$ cat config.mk
export PLATFORM = sky130hd
export DESIGN_NAME = mem_access_router
export DESIGN_NICKNAME = d
export VERILOG_FILES = /design/src/rtl/mem_access_router.sv
export SDC_FILE = /design/constraint.sdc
export NUM_CORES = 1
export LEC_CHECK = 0
export ABC_AREA = 1
export BUFFER_PORTS_ARGS = -buffer_cell sky130_fd_sc_hd__buf_4
export CAP_MARGIN = 20
export CORE_AREA = 2 2 111 113
export CTS_BUF_LIST = sky130_fd_sc_hd__clkbuf_16
export DETAILED_ROUTE_END_ITERATION = 10
export DIE_AREA = 0 0 113 115
export PLACE_DENSITY_LB_ADDON = 0.15
export SLEW_MARGIN = 40
export SYNTH_ARGS = -nofsm -noshare
export SYNTH_HDL_FRONTEND = slang
export SYNTH_SLANG_ARGS = --single-unit
$ cat constraint.sdc
create_clock -name clk -period 2.6 [get_ports clk]
set_input_delay 0.13 -clock clk [delete_from_list [all_inputs] [get_ports clk]]
set_output_delay 0.13 -clock clk [all_outputs]
set_load 0.05 [all_outputs]
$ cat src/rtl/mem_access_router.sv
module mem_access_router #(
  parameter int unsigned RAM_BYTES  = 4096,
  parameter logic [31:0] MMIO_LO    = 32'h1F00_0000,
  parameter logic [31:0] MMIO_HI    = 32'h1F00_00FF,
  parameter bit          BIG_ENDIAN = 1'b1,
  localparam int unsigned RAM_AW    = $clog2(RAM_BYTES)
) (
  input  logic              clk,
  input  logic              rst_n,
  input  logic              req_valid,
  output logic              req_ready,
  input  logic [31:0]       req_addr,
  input  logic              req_is_word,
  input  logic              req_is_store,
  input  logic [31:0]       req_wdata,
  output logic              rsp_valid,
  output logic [31:0]       rsp_rdata,
  output logic              rsp_err_load,
  output logic              rsp_err_store,
  output logic              xlat_write,
  output logic              ram_req,
  output logic              ram_we,
  output logic [RAM_AW-1:0] ram_addr,
  output logic [3:0]        ram_be,
  output logic [31:0]       ram_wdata,
  input  logic [31:0]       ram_rdata,
  output logic              dev_req,
  output logic              dev_we,
  output logic              dev_word,
  output logic [31:0]       dev_addr,
  output logic [31:0]       dev_wdata,
  input  logic [31:0]       dev_rdata
);

  localparam logic [31:0] CEIL = 32'(RAM_BYTES);

  typedef enum logic [1:0] {S_IDLE, S_ISSUE, S_RESP} st_t;

  st_t         st;
  logic [31:0] a_q, wd_q;
  logic        word_q, store_q, fault_q, mmio_q;

  logic misalign, in_win, over_ceil, accept;
  assign accept    = req_valid && req_ready;
  assign misalign  = req_is_word && (req_addr[1:0] != 2'b00);
  assign in_win    = (req_addr >= MMIO_LO) && (req_addr <= MMIO_HI);
  assign over_ceil = req_addr >= CEIL;

  always_ff @(posedge clk) begin
    if (!rst_n) begin
      st      <= S_IDLE;
      a_q     <= '0;
      wd_q    <= '0;
      word_q  <= 1'b0;
      store_q <= 1'b0;
      fault_q <= 1'b0;
      mmio_q  <= 1'b0;
    end else begin
      case (st)
        S_IDLE: if (accept) begin
          st      <= S_ISSUE;
          a_q     <= req_addr;
          wd_q    <= req_wdata;
          word_q  <= req_is_word;
          store_q <= req_is_store;
          fault_q <= misalign || (!in_win && over_ceil);
          mmio_q  <= in_win && !misalign;
        end
        S_ISSUE: st <= S_RESP;
        default: st <= S_IDLE;
      endcase
    end
  end

  logic [1:0] lane;
  generate
    if (BIG_ENDIAN) begin : g_be
      assign lane = word_q ? 2'b00 : (a_q[1:0] ^ 2'b11);
    end else begin : g_le
      assign lane = word_q ? 2'b00 : a_q[1:0];
    end
  endgenerate

  logic issue_ok;
  assign issue_ok  = (st == S_ISSUE) && !fault_q;
  assign req_ready = (st == S_IDLE);
  assign xlat_write = store_q && (st != S_IDLE);

  assign ram_req   = issue_ok && !mmio_q;
  assign ram_we    = store_q;
  assign ram_addr  = {a_q[RAM_AW-1:2], lane};
  assign ram_be    = word_q ? 4'hF : (4'b0001 << lane);
  assign ram_wdata = word_q ? wd_q : {4{wd_q[7:0]}};

  assign dev_req   = issue_ok && mmio_q;
  assign dev_we    = store_q;
  assign dev_word  = word_q;
  assign dev_addr  = a_q;
  assign dev_wdata = wd_q;

  logic [31:0] load_val;
  always_comb begin
    if (mmio_q) load_val = word_q ? dev_rdata : {24'h0, dev_rdata[7:0]};
    else        load_val = word_q ? ram_rdata : {24'h0, ram_rdata[8*lane +: 8]};
  end

  assign rsp_valid     = (st == S_RESP);
  assign rsp_rdata     = (rsp_valid && !fault_q && !store_q) ? load_val : 32'h0;
  assign rsp_err_load  = rsp_valid && fault_q && !store_q;
  assign rsp_err_store = rsp_valid && fault_q && store_q;

  p_word_aligned_r1: assert property (@(posedge clk) disable iff (!rst_n)
    (ram_req && ram_be == 4'hF) |-> (ram_addr[1:0] == 2'b00));
  p_one_port_r2: assert property (@(posedge clk) disable iff (!rst_n)
    !(ram_req && dev_req));
  p_err_kind_r4: assert property (@(posedge clk) disable iff (!rst_n)
    !(rsp_err_load && rsp_err_store));
  p_store_flag_r7: assert property (@(posedge clk) disable iff (!rst_n)
    (accept && req_is_store) |=> xlat_write);
  p_load_flag_r7: assert property (@(posedge clk) disable iff (!rst_n)
    (accept && !req_is_store) |=> !xlat_write);
  p_rsp_timing_r8: assert property (@(posedge clk) disable iff (!rst_n)
    accept |=> ##1 rsp_valid);
  p_rsp_single_r8: assert property (@(posedge clk) disable iff (!rst_n)
    rsp_valid |=> !rsp_valid);
  p_fault_silent_r9: assert property (@(posedge clk) disable iff (!rst_n)
    (rsp_err_load || rsp_err_store) |-> $past(!ram_req && !dev_req));
  p_be_shape_r10: assert property (@(posedge clk) disable iff (!rst_n)
    ram_req |-> (ram_be == 4'hF || $countones(ram_be) == 1));

endmodule

* Yosys cells after proc, flatten, opt, wreduce, memory -nomap -nowiden
Index checks and enable logic that the tools add are counted.
Widths: inputs -> output; s select.
** Cells by class
- $add $sub $neg :: 0
- $mul :: 0
- Div/mod/pow operators :: 0
- Magnitude comparators :: 3
- Equality and inequality tests :: 3
- Shift operators :: 2
- Mux-type cells :: 9
- Bitwise operators :: 1
- Reduce and logical (&&, ||, !) cells :: 24
** Operators by type and width (count)
- $mux 32 :: 5
- $ge 32x13->1 const B :: 1
- $ge 32x29->1 const B :: 1
- $le 32x29->1 const B :: 1
- $shiftx 32x6->8 :: 1
- $logic_and 1x1->1 :: 14
- $logic_not 1->1 :: 5
- $mux 2 :: 2
- $mux 4 :: 1
- $pmux 2 s2 :: 1
- $reduce_bool 2->1 :: 2
- $shl 1x2->4 const A :: 1
- $eq 2x1->1 const B :: 1
- $eq 2x2->1 const B :: 1
- $logic_not 2->1 :: 1
- $ne 2x1->1 const B :: 1
- $not 2->2 :: 1
- $reduce_and 2->1 :: 1
- $logic_or 1x1->1 :: 1
** Storage, ports and cells
- Register bits after elaboration :: 70
- Latch bits :: 0
- RAM bits :: 0
- Bits in read-only memories :: 0
- Input bits :: 133
- Output and inout bits :: 154
- Memories kept :: 0

* Longest topological paths before layout
- Word-level depth :: 6
- Gate-level depth with buffers :: 8
- Gate-level depth less buffers :: 7

* Worst setup path before layout
Ideal clock, no wire load.
- Kind :: register to output
- Start point :: register word_q, in the netlist dev_word
- End point :: output port rsp_rdata[4]
- Data arrival time :: 2.381 ns
- Path slack :: 0.089 ns
- Stages on the path, launching flop included :: 7
- Buffers on the path :: 1
- Cell sequence :: dfxtp_1 buf_4 nor2_4 nor2_1 nand2_1 nand4_1 a21oi_1
** Between the ends
- Cells in the longest elaborated chain, start to end :: 5
** Ends and longest elaborated chain
- from (decl) :: RTL line 41 : logic word_q, store_q, fault_q, mmio_q;
- from (signal assigned) :: RTL line 64 : word_q <= req_is_word;
- $mux 2 :: RTL line 78 : assign lane = word_q ? 2'b00 : (a_q[1:0] ^ 2'b11);
- net ram_addr[1] :: RTL line 23 : output logic [RAM_AW-1:0] ram_addr,
- $shiftx 32x6->8 :: RTL line 104 : else load_val = word_q ? ram_rdata : {24'h0, ram_rdata[8*lane +: 8]};
- $mux 32 :: RTL line 104
- $mux 32 :: RTL line 103 : if (mmio_q) load_val = word_q ? dev_rdata : {24'h0, dev_rdata[7:0]};
- $mux 32 :: RTL line 108 : assign rsp_rdata = (rsp_valid && !fault_q && !store_q) ? load_val : 32'h0;
- to (decl) :: RTL line 17 : output logic [31:0] rsp_rdata,
The timed path passes the listed nets, and every way through them passes these cells.

* Worst setup path after layout
- Start point :: register st[1]
- End point :: output port rsp_rdata[31]
** Between the ends
- Cells in the longest elaborated chain, start to end :: 4
** Ends and longest elaborated chain
- from (decl) :: RTL line 39 : st_t st;
- from (signal assigned) :: RTL line 51 : st <= S_IDLE;
- from (signal assigned) :: RTL line 61 : st <= S_ISSUE;
- from (signal assigned) :: RTL line 69 : S_ISSUE: st <= S_RESP;
- $eq 2x2->1 :: RTL line 107 : assign rsp_valid = (st == S_RESP);
- $logic_and 1x1->1 (2 in series) :: RTL line 108
- $mux 32 :: RTL line 108
No other way between the ends.

==> report_table.html <==
<table>
<tr><th>Metric</th><th>Value</th></tr>
<tr><th colspan="2">Synth</th></tr>
<tr><td>Gate count of the mapped netlist</td><td>592</td></tr>
<tr><td>Seq/Total Area, Yosys</td><td>0.369</td></tr>
<tr><td>Library cell with the largest summed area after synthesis</td><td>sky130_fd_sc_hd__dfxtp_1</td></tr>
<tr><td>Number of distinct library cell variants in the gate-level netlist after synthesis</td><td>25</td></tr>
<tr><td>Synthesized area per cell</td><td>6.42 um2</td></tr>
<tr><td>Post-synthesis cell area</td><td>3800 um2</td></tr>
<tr><td>Ys Warns</td><td>0</td></tr>
<tr><td>Flop and latch count out of synthesis</td><td>70</td></tr>
<tr><td>Largest cells by area after synthesis</td><td>sky130_fd_sc_hd__dfxtp_1, sky130_fd_sc_hd__nor2_1, sky130_fd_sc_hd__nand2_1</td></tr>
<tr><td>Fraction of post-synthesis cell area in the top cell type by area</td><td>0.369</td></tr>
<tr><td>Number of nets produced by synthesis</td><td>725</td></tr>
<tr><th colspan="2">Worst setup path</th></tr>
<tr><td>Destination of the critical timing path</td><td>rsp_rdata[31]</td></tr>
<tr><td>Classification of the worst setup path</td><td>reg2out</td></tr>
<tr><td>Worst reg-to-reg setup slack</td><td>0.93 ns</td></tr>
<tr><td>Kind of end point of the critical path</td><td>primary output</td></tr>
<tr><td>Worst setup SP type</td><td>register</td></tr>
<tr><td>Worst flop-to-flop path startpoint</td><td>st[1]</td></tr>
<tr><td>Crit path arrival time</td><td>2.03 ns</td></tr>
<tr><td>Data required time at the worst endpoint</td><td>2.47 ns</td></tr>
<tr><td>Max FO, Critical Path</td><td>24</td></tr>
<tr><td>End of the worst register-to-register path</td><td>mmio_q</td></tr>
<tr><td>Depth of the most critical reg-to-reg path</td><td>8</td></tr>
<tr><td>Worst Setup SP</td><td>st[1]</td></tr>
<tr><th colspan="2">Timing</th></tr>
<tr><td>Setup repair after global routing missed its margin</td><td>false</td></tr>
<tr><td>Remaining max-slew budget at the tightest pin</td><td>0.571</td></tr>
<tr><td>Post-route fraction of the period consumed by the critical path</td><td>0.831</td></tr>
<tr><td>Hold Worst Slack</td><td>0.0450 ns</td></tr>
<tr><td>Setup Viol. Count Final</td><td>0</td></tr>
<tr><td>Summed negative setup slack over all endpoints</td><td>0 ns</td></tr>
<tr><td>Slew at the pin with the worst max-slew slack</td><td>approximately 0.64 ns</td></tr>
<tr><td>Shortest clock period the worst path allows after layout</td><td>2.16 ns</td></tr>
<tr><td>Worst clock skew on the final layout</td><td>between 0.005 and 0.006 ns</td></tr>
<tr><td>Hold Vio Cnt, Final</td><td>0</td></tr>
<tr><td>Number of max-slew violations in the final report</td><td>0</td></tr>
<tr><td>Fmax</td><td>0.463 GHz</td></tr>
<tr><th colspan="2">Die</th></tr>
<tr><td>Number of placement rows</td><td>40</td></tr>
<tr><td>Width of the chip</td><td>113 um</td></tr>
<tr><td>Y dimension of the die</td><td>115 um</td></tr>
<tr><td>Floorplan Core Area</td><td>around 12,000 um2</td></tr>
<tr><td>Effective utilization at floorplan</td><td>0.322</td></tr>
<tr><td>Die footprint</td><td>13,000 um2</td></tr>
<tr><td>I/O pin total</td><td>287</td></tr>
<tr><th colspan="2">Placement</th></tr>
<tr><td>Sum of net half-perimeters after detailed placement</td><td>about 12 mm</td></tr>
<tr><td>Cell count after placement</td><td>980</td></tr>
<tr><td>Number of I/O port buffers</td><td>roughly 290</td></tr>
<tr><td>GPL Wtd Cong</td><td>0.876</td></tr>
<tr><th colspan="2">Global route</th></tr>
<tr><td>Pin count of the biggest net entering global routing</td><td>71</td></tr>
<tr><td>Total congestion overflow after global routing</td><td>0</td></tr>
<tr><td>First-pass GRT wire length</td><td>22.0 mm</td></tr>
<tr><td>Vias in the first global route</td><td>4,194</td></tr>
<tr><td>Number of antenna violations at the first check in global routing</td><td>0</td></tr>
<tr><td>Overall fraction of global-route tracks in use</td><td>0.214</td></tr>
<tr><th colspan="2">Clocking</th></tr>
<tr><td>Insertion delay of the later-clocked pin in the worst-skew pair</td><td>0.33 ns</td></tr>
<tr><td>Root Driver</td><td>sky130_fd_sc_hd__clkbuf_16</td></tr>
<tr><td>Quantity of gates resized following cts</td><td>0</td></tr>
<tr><td>Clock tree from TritonCTS</td><td>yes</td></tr>
<tr><td>Post-CTS Setup Repair Bufs</td><td>0</td></tr>
<tr><td>Number of buffers on the longest clock path</td><td>2</td></tr>
<tr><td>Register clock-pin slew on the reported worst setup and hold paths</td><td>0.06 ns</td></tr>
<tr><td>Number of buffers created by CTS</td><td>9</td></tr>
<tr><td># H-tree levels</td><td>3</td></tr>
<tr><td>Clock Sinks</td><td>70</td></tr>
<tr><td>Number of hold buffers added after CTS</td><td>0</td></tr>
<tr><th colspan="2">Final layout</th></tr>
<tr><td>Number of nets in the finished design</td><td>approximately 980</td></tr>
<tr><td>Fill cell count</td><td>roughly 1.2k</td></tr>
<tr><td>Share of layout cells above drive strength 1</td><td>0.396</td></tr>
<tr><td>Final design utilization</td><td>0.517</td></tr>
<tr><td>Final std cells w/o fill</td><td>995</td></tr>
<tr><td>Diode insertion count for antenna repair</td><td>0</td></tr>
<tr><td>Area growth from synthesis to layout</td><td>60.9%</td></tr>
<tr><th colspan="2">Detailed routing</th></tr>
<tr><td>Routed wire length</td><td>14.9 mm</td></tr>
<tr><td>Violation count after the first detailed-routing iteration</td><td>228</td></tr>
<tr><td>Length of routed met3 wiring</td><td>about 1.1 mm</td></tr>
<tr><td>Routed wire length per instance</td><td>15.0 um</td></tr>
<tr><td>Number of routed nets with antenna violations</td><td>0</td></tr>
<tr><td>Total routed wire length on the met1 layer</td><td>5.99 mm</td></tr>
<tr><td>Via count normalized by instance count</td><td>4.65</td></tr>
<tr><td>Uppermost layer routed</td><td>met4</td></tr>
<tr><td>Total via count in the routed design</td><td>4,623</td></tr>
<tr><td>Pre-Repair DR Iteration Count</td><td>8</td></tr>
<tr><td>Number of remaining DRC errors</td><td>20</td></tr>
<tr><td>Sum of met2 wire segment lengths after detailed routing</td><td>7.55 mm</td></tr>
<tr><th colspan="2">Job</th></tr>
<tr><td>Total of max-cap violations</td><td>0</td></tr>
<tr><th colspan="2">Run status</th></tr>
<tr><td>Run status</td><td>complete, but fails checks</td></tr>
<tr><td>Failing checks</td><td>DRC</td></tr>
<tr><th colspan="2">Min path</th></tr>
<tr><td>Path category of the worst min-delay check</td><td>in2reg</td></tr>
<tr><td>Min-Delay Path Depth</td><td>3</td></tr>
<tr><th colspan="2">Pwr</th></tr>
<tr><td>Leak pwr</td><td>3.16 nW</td></tr>
<tr><td>Peak supply drop</td><td>0.000432 V</td></tr>
<tr><td>Power density cells</td><td>621 nW/um2</td></tr>
</table>
-- metrics by stage --
stage | area, um2 | setup WS [ns] | power, mW
after floorplan | 3800 | 0.0891 | 2.23
after global placement | 5850 | 0.817 | 2.71
after detailed placement | 5850 | 0.761 | 2.72
after CTS | 6110 | 0.404 | 3.83
after global routing | 6110 | 0.235 | 3.97
final | 6110 | 0.438 | 3.79
-- report_power, final --
| part | switching (mW) | internal [mW] |
|---|---|---|
| Clock | 0.463 | 0.637 |
| Sequential | 0.0754 | 1.17 |
| Combinational | 0.991 | 0.462 |
| Total | 1.53 | 2.26 |
-- cell families (layout without fill, tap and decap cells) --
group	Yosys count	count (layout)	share of synthesized area
flip-flops	70	70	0.369
AND/OR/NAND/NOR	318	318	0.335
buffers and inverters	77	333	0.114
AO/OA/AOI/OAI	127	127	0.182
-- sequential cells by signal, summed over array words and instances (netlist names) --
signal     cells
dev_addr      32
dev_wdata     32
dev_we         1
dev_word       1
fault_q        1
mmio_q         1
st             2
-- layout make-up --
type                            count  area, um2  share of cell area
Clock buffer                        9        225              0.0368
Clock inverter                      6       38.8             0.00635
Inverter                           24       90.1              0.0147
Multi-Input combinational cell    445       1970               0.322
Sequential cell                    70       1400               0.229
Tap cell                          147        184              0.0301
Timing Repair Buffer              294       2210               0.361
-- synth_stat cells, drive strengths merged --
library cell  instances
clkinv                1
a21oi                40
nand4                 1
buf                  35
nand2               128
o21ai                87
or2                   3
nor3                  8
inv                  23
nor2                170
clkbuf               18
nand3b                1
nand3                 7
dfxtp                70
-- critical path, stage by stage, from the launching register on --
cell                      delay (ns)
sky130_fd_sc_hd__dfxtp_1        0.39
sky130_fd_sc_hd__nand2_2        0.11
sky130_fd_sc_hd__nor3_4         0.28
sky130_fd_sc_hd__nand2_2        0.42
sky130_fd_sc_hd__a21oi_1        0.27
sky130_fd_sc_hd__buf_4          0.23
-- layer usage --
layer  up-vias  GRT usage
met3        16     0.0490
met5         -          0
met2       182      0.382
met1      2061      0.254
met4         0     0.0764
li1       2364          -
-- layout by cell type, fill, tap and decap left out --
| master | count |
|---|---|
| sky130_fd_sc_hd__nor3_1 | 7 |
| sky130_fd_sc_hd__o21ai_1 | 6 |
| sky130_fd_sc_hd__clkbuf_16 | 9 |
| sky130_fd_sc_hd__buf_4 | 294 |
| sky130_fd_sc_hd__or2_1 | 3 |
| sky130_fd_sc_hd__nand2_1 | 124 |
| sky130_fd_sc_hd__a21oi_1 | 25 |
| sky130_fd_sc_hd__nand3b_1 | 1 |
| sky130_fd_sc_hd__inv_6 | 1 |
| sky130_fd_sc_hd__nor3_4 | 1 |
| sky130_fd_sc_hd__nor2_4 | 1 |
| sky130_fd_sc_hd__inv_1 | 19 |
| sky130_fd_sc_hd__o21ai_0 | 81 |
| sky130_fd_sc_hd__nand3_1 | 7 |
| sky130_fd_sc_hd__clkinv_2 | 3 |
| sky130_fd_sc_hd__clkinvlp_4 | 2 |
| sky130_fd_sc_hd__a21oi_2 | 15 |
| sky130_fd_sc_hd__nand4_1 | 1 |
| sky130_fd_sc_hd__inv_2 | 4 |
| sky130_fd_sc_hd__clkinv_1 | 1 |
| sky130_fd_sc_hd__nand2_2 | 4 |
| sky130_fd_sc_hd__dfxtp_1 | 70 |
| sky130_fd_sc_hd__nor2_2 | 1 |
| sky130_fd_sc_hd__nor2_1 | 167 |
| sky130_fd_sc_hd__nor2_8 | 1 |
-- worst min-delay path by stage --
| stage | slack, ns | start | to |
|---|---|---|---|
| 2_1_floorplan | 0.28 | req_wdata[0] | dev_wdata[0] |
| 3_3_place_gp | 0.38 | req_wdata[3] | dev_wdata[3] |
| 3_5_place_dp | 0.38 | req_wdata[2] | dev_wdata[2] |
| 4_1_cts | 0.03 | req_addr[4] | dev_addr[4] |
| 5_1_grt | 0.05 | req_wdata[11] | dev_wdata[11] |
| 6_report | 0.04 | req_addr[4] | dev_addr[4] |
(Power assumes the default switching activity.)
